File: config.mk
export PLATFORM = sky130hd
export DESIGN_NAME = penta_seq_ctr
export DESIGN_NICKNAME = d
export VERILOG_FILES = /design/src/rtl/penta_seq_pkg.sv /design/src/rtl/penta_seq_ctrl.sv /design/src/rtl/penta_seq_dp.sv /design/src/rtl/penta_seq_ctr.sv
export SDC_FILE = /design/constraint.sdc
export NUM_CORES = 1
export LEC_CHECK = 0
export BUFFER_PORTS_ARGS = -buffer_cell sky130_fd_sc_hd__buf_4
export CORE_AREA = 4 4 41 43
export CTS_BUF_LIST = sky130_fd_sc_hd__clkbuf_4
export CTS_CLUSTER_SIZE = 12
export DETAILED_ROUTE_END_ITERATION = 10
export DIE_AREA = 0 0 45 47
export PLACE_DENSITY = 0.3
export REMOVE_ABC_BUFFERS = 1
export SYNTH_ARGS = -nofsm -noshare
export SYNTH_HDL_FRONTEND = slang
export SYNTH_HIERARCHICAL = 1
export SYNTH_SLANG_ARGS = --single-unit
File: constraint.sdc
create_clock -name clk -period 2.16 [get_ports clk]
set_input_delay 0 -clock clk [delete_from_list [all_inputs] [get_ports clk]]
set_output_delay 0 -clock clk [all_outputs]
set_load 0.02 [all_outputs]
File: src/rtl/penta_seq_pkg.sv
package penta_seq_pkg;

  localparam int CODE_W     = 3;
  localparam int CODE_COUNT = 1 << CODE_W;

  typedef logic [CODE_W-1:0] code_t;

  // Strobes from control to datapath
  typedef struct packed {
    logic clear;
    logic advance;
  } strobe_t;

  // Successor of each code; spare codes map back toward the loop
  function automatic code_t successor(code_t cur);
    code_t nxt;
    case (cur)
      3'b000:  nxt = 3'b100;
      3'b100:  nxt = 3'b111;
      3'b111:  nxt = 3'b010;
      3'b010:  nxt = 3'b011;
      3'b011:  nxt = 3'b000;
      3'b001:  nxt = 3'b111;
      3'b101:  nxt = 3'b110;
      default: nxt = 3'b011; // 3'b110
    endcase
    return nxt;
  endfunction

  function automatic logic isSpare(code_t cur);
    return (cur == 3'b001) || (cur == 3'b101) || (cur == 3'b110);
  endfunction

endpackage

File: src/rtl/penta_seq_ctrl.sv
module penta_seq_ctrl
  import penta_seq_pkg::*;
(
  input  logic    rst,
  input  logic    countEn,
  output strobe_t strobes
);

  always_comb begin
    strobes.clear   = rst;
    strobes.advance = !rst && countEn;
  end

endmodule

File: src/rtl/penta_seq_dp.sv
module penta_seq_dp
  import penta_seq_pkg::*;
#(
  parameter code_t RESET_CODE = '0
) (
  input  logic    clk,
  input  strobe_t strobes,
  output code_t   stateQ,
  output logic    spareFlag
);

  code_t                 nextTable [CODE_COUNT];
  logic [CODE_COUNT-1:0] spareVec;
  code_t                 stateD;

  for (genvar i = 0; i < CODE_COUNT; i++) begin : g_code
    assign nextTable[i] = successor(code_t'(i));
    assign spareVec[i]  = isSpare(code_t'(i));
  end

  always_comb begin
    if (strobes.clear)        stateD = RESET_CODE;
    else if (strobes.advance) stateD = nextTable[stateQ];
    else                      stateD = stateQ;
  end

  always_ff @(posedge clk) begin
    stateQ <= stateD;
  end

  assign spareFlag = spareVec[stateQ];

endmodule

File: src/rtl/penta_seq_ctr.sv
module penta_seq_ctr
  import penta_seq_pkg::*;
#(
  parameter code_t RESET_CODE = '0
) (
  input  logic              clk,
  input  logic              rst,
  input  logic              countEn,
  output logic [CODE_W-1:0] state,
  output logic              spareFlag
);

  strobe_t strobes;

  penta_seq_ctrl ctrl_i (
    .rst     (rst),
    .countEn (countEn),
    .strobes (strobes)
  );

  penta_seq_dp #(.RESET_CODE(RESET_CODE)) dp_i (
    .clk       (clk),
    .strobes   (strobes),
    .stateQ    (state),
    .spareFlag (spareFlag)
  );

endmodule

## Yosys cells after proc, flatten, opt, wreduce, memory -nomap -nowiden

Memories as Yosys holds them, arrays and structs flattened. A register that Yosys moved wholly into a read port is not among the register bits.
Cells that the tools add are included.

| storage, ports and cells | value |
|---|---|
| bits of input ports | 3 |
| output and inout port bits | 4 |
| register bits | 0 |
| ROM bits | 32 |
| memories kept | 2 |

Memory list:

| name | words | width | read ports | clocked after memory_dff | write ports | line | RTL |
|---|---|---|---|---|---|---|---|
| (name not given) | 8 | 3 | 1 | 1 | 0 | penta_seq_dp.sv:23 | `else if (strobes.advance) stateD = nextTable[stateQ];` |
| (name not given) | 8 | 1 | 1 | 0 | 0 | penta_seq_dp.sv:31 | `assign spareFlag = spareVec[stateQ];` |

| operators by class | value |
|---|---|
| order comparisons | 1 |
| bitwise logic cells | 1 |
| multiplexer cells | 1 |
| reduce and logical (&&, ||, !) cells | 2 |

Operators with widths:

| cell | count |
|---|---|
| $lt 3x4->1 const B | 1 |
| $not 3->4 | 1 |
| $logic_and 1x1->1 | 1 |
| $logic_not 1->1 | 1 |
| $mux 1 | 1 |

## Logic depth before layout (Yosys ltp)

| logic depth | value |
|---|---|
| depth in word-level cells | 2 |
| depth in mapped cells | 4 |
| gate-level depth less buffers | 4 |

## Cells and area by module

Netlist, hierarchy kept.

Modules (own cells, without submodules):

| module | area each (µm²) | instances | cells each |
|---|---|---|---|
| penta_seq_dp | 145.1 | 1 | 16 |
| penta_seq_ctrl | 21.3 | 1 | 2 |

## Least setup slack after synthesis

Ideal clock, no wire load.

| timing | value |
|---|---|
| path type | reg-to-output |
| start point | register dp_i.stateQ[1] |
| end point | output spareFlag |
| path slack | 856 ps |
| required time | 2,160 ps |
| data arrival time | 1,304 ps |
| cell stages (with the launch flop) | 4 |
| path through | dfxtp_1 inv_1 ha_1 o21ai_0 |

| between the ends | value |
|---|---|
| cells in the longest elaborated chain, start to end | 2 |

RTL lines:

| item | line | RTL |
|---|---|---|
| start: declaration | penta_seq_dp.sv:8 | `output code_t stateQ,` |
| $mem_v2 8x1 | n/a |  |
| $mux 1 (not written as such) | penta_seq_dp.sv:31 |  |
| end: declaration | penta_seq_ctr.sv:10 | `output logic spareFlag` |

Every way passes these cells. The select of a mux whose other input is x is not followed.

## Worst setup path in the final report

Same ends and word-level chain as after synthesis.

==> results.txt <==
The flow ran to the end, and the final reports show no timing, DRC or antenna violations. 0 antenna diodes ended up in the layout. In this run the deepest clock path goes through 2 buffers. The die extent in y came out at 47 um.

The number of distinct library cell variants in the gate-level netlist after synthesis is 13. The horizontal die dimension came out at 45 um. The iteration-0 DRC count of the detailed router is 0. Global routing used about 4.8% of the available tracks across all layers. In this run the power spent charging and discharging nets is 0.0506 mW.

The routed wire length came out at 346 um. The placed instances occupy a cell area of ~220 sq um. In this run the critical register-to-register path is captured at dp_i/stateQ[0]$_SDFFE_PP0P_. dfxtp_1 takes more of the synthesized area than any other cell. The HPWL after detailed placement is 267 um. The slowest stage of the critical path belongs to the cell dfxtp_1. The post-route cell area is 263 sq um. The clock root buffer is clkbuf_4. The register with the most flip-flops in the final layout is dp_i/stateQ. The maximum achievable frequency is 0.787 GHz. Entering global routing, the biggest net connects 7 pins. In this run the remaining antenna-violating nets after routing total 0. The number of cells traversed by the worst register-to-register path is 4. The critical path ends at spareFlag. The share of layout cells above drive strength 1 is 39.3%. The worst-case headroom to the max-slew limit came out at 86.4%. The standard-cell row count is 13.

Net switching is 24.1% of the power. The count of input and output buffers came out at 6. The count of endpoints failing hold in the final timing report came out at 0. The internal power component is 0.159 mW. The largest registers in the layout are dp_i/stateQ: 3 flops. The sum of overflow across all layers after global routing is 0. The clock insertion delay at the later pin of the skew report came out at 0.23 ns. The commonest cells after synthesis are 3 x dfxtp_1, 3 x inv_1, 2 x nor2_1. Yosys printed 6 warnings. The most used flip-flop cell after synthesis is dfxtp_1. Tracing the worst setup path back leads to its startpoint at dp_i/stateQ[1]$_SDFFE_PP0P_.

The first-pass GRT wire length came out at 662 um. Traced cell by cell, the critical path runs through inv_1, ha_1, o21ai_0, buf_4. Setup violations remaining at the end of the flow were counted as 0. The static leakage came out at approximately 0.12 nW. The async set-or-reset flop fraction in the synthesized netlist came out at 0%.

Setup repair after global routing left no endpoint under its margin. In the routed layout, each cell is associated on average with a via count of around 3.6. The CTS buffer count came out at 3. STA classifies the critical path startpoint as a flop. After technology mapping, the gate count stands at 18. The setup path with the least slack is of type flop to output pin.

The count of flip-flops with a built-in enable after synthesis came out at 0. For this run, the detailed router's first-pass iteration total came to 1. From synthesis to final layout, the design area changed by 57.9%. The post-route DRC violation count is 0. The register with the most flip-flops in the layout has 3 of them. In this run the register-to-register setup slack is 1.04 ns.

The summed negative setup slack over all endpoints came out at 0 ns. The share of total power in sequential cells came out at between 30% and 40%. The cell area power density came out at 800 nW/um^2. The number of slew-limit violations in the final report is 0. The fraction of the yosys area taken by sequential cells is a little over a third. The data arrival at the endpoint of the critical path came out at between 1 and 1.5 ns.

The largest single stage delay on the critical path is 0.36 ns. In this run the critical register-to-register path is launched from dp_i/stateQ[1]$_SDFFE_PP0P_. TritonCTS built the clock tree.

The floorplan step defined a die boundary enclosing 2120 sq um. The count of buffer and inverter cells on the critical path came out at 2. The maximum level of the CTS H-tree came out at 1. The fraction of power consumed by combinational cells is between 10% and 20%. The type of the tightest min-delay check is input pin to flop. The initial antenna violation count is 0. The total number of vias is 153. The post-route fraction of the period consumed by the critical path came out at 58.8%. CTS saw 3 sinks. The final weighted congestion in routability-driven placement is slightly below 0.6.

The core area is 1300 sq um. STA classifies the critical path endpoint as an output pin. For the worst setup path, the data required time is 2.16 ns.

The critical path runs through a total of 4 cells. The largest clock skew in the final design came out at around 0.0019 ns. The top cell type's share of synthesized area came out at 36.1%. In the final design database the tool counted 33 nets. The post-synthesis instance area came out at between 150 and 200 sq um. VDD sags by at most approximately 0.27 mV. After synthesis the netlist holds a flip-flop and latch count of 3. The post-cts repair resize count came out at 0. The clock transition time at the flip-flop clock pins of the worst setup and hold paths is 0.04 ns.

Max-cap violations in this run came to 0. The pin slew with the least headroom to its limit is ~0.20 ns. During I/O placement, the number of pins put on the boundary was 7. The via count of the first global-routing pass is approximately 160. The effective utilization at floorplan is between 10% and 20%. Yosys attributes the largest share of cell area to dfxtp_1 36%, nor2b_4 8.3%, ha_1 7.5%. The category of cells accounting for the largest share of critical-path delay is flip-flops. The clock group share of total power is a little over half. The worst path needs ~1.3 ns of the cycle, external delays included. The average size of a mapped cell is slightly above 9 sq um.

The top fanout value on the critical path came out at 4. The routed length per instance came out at slightly above 8 um.
worst register-to-register path: stages, from the launching register on:
cell and delay [ns]:
dfxtp_1 0.36, inv_1 0.06, ha_1 0.31, mux2i_1 0.07, a31o_1 0.21
placed cells by master, fill, tap and decap left out:
cell type / count
buf_4: 6
clkbuf_4: 4
inv_1: 3
dfxtp_1: 3
nor2_1: 2
nor2b_4: 1
nand2b_1: 1
o21ai_0: 1
a311oi_1: 1
mux2i_1: 1
nor3b_1: 1
a31o_1: 1
a211oi_1: 1
ha_1: 1
dlygate4sd3_1: 1
final cells by class:
class,count,area [sq um]
Clock buffer,4,30.0
Fill cell,158,1040
Inverter,3,11.3
Multi-Input combinational cell,11,87.6
Sequential cell,3,60.1
Tap cell,15,18.8
Timing Repair Buffer,7,55.1
metal layers:
metal  part of all wire (%)  GRT usage, %
met3                     16          5.36
met1                     44          5.22
met2                     41          5.08
met4                      0          3.51
met5                      0             0
worst min-delay path by stage:
stage,startpoint,endpoint,slack [ns],cells past startpoint
global route,countEn,dp_i/stateQ[2]$_SDFFE_PP0P_,0.21,3
detailed placement,rst,dp_i/stateQ[1]$_SDFFE_PP0P_,0.23,2
CTS,countEn,dp_i/stateQ[2]$_SDFFE_PP0P_,0.16,3
floorplan,rst,dp_i/stateQ[1]$_SDFFE_PP0P_,0.08,1
global placement,rst,dp_i/stateQ[2]$_SDFFE_PP0P_,0.23,2
finish,countEn,dp_i/stateQ[2]$_SDFFE_PP0P_,0.17,3
through the flow:
step / utilization, % / hold WS (ns) / total power, mW / std cells / setup slack, ns
2_1_floorplan: - / 0.0780 / 0.0844 / 17 / 0.856
3_3_place_gp: 17.1 / 0.233 / 0.100 / 38 / 1.02
3_5_place_dp: 17.1 / 0.227 / 0.0997 / 38 / 1.04
4_1_cts: 20.2 / 0.160 / 0.218 / 43 / 0.865
5_1_grt: 20.2 / 0.209 / 0.227 / 43 / 0.800
6_report: 20.2 / 0.165 / 0.210 / 43 / 0.889
what timing repair did:
| item | CTS | global route |
|---|---|---|
| buffers inserted | 0 | 0 |
| hold buffers | 1 | 0 |
| hold endpoints to repair | 2 | 0 |
power by group through the flow:
stage                     combinational, mW  sequential, mW  clock, mW
after floorplan                      0.0160          0.0684          0
after global placement               0.0353          0.0647          0
after detailed placement             0.0350          0.0648          0
after CTS                            0.0365          0.0639      0.117
after global routing                 0.0408          0.0645      0.122
final                                0.0359          0.0638      0.110
logic make-up (layout without fill, tap and decap cells):
family,Yosys count,count (layout),share of synthesized area (%)
buffers and inverters,4,14,11.3
AO/OA/AOI/OAI,4,4,18.0
adder cells (fa/ha/maj),1,1,7.52
multiplexers,1,1,6.02
flip-flops,3,3,36.1
AND/OR/NAND/NOR,5,5,21.1
Power figures use the tool's default switching activity.
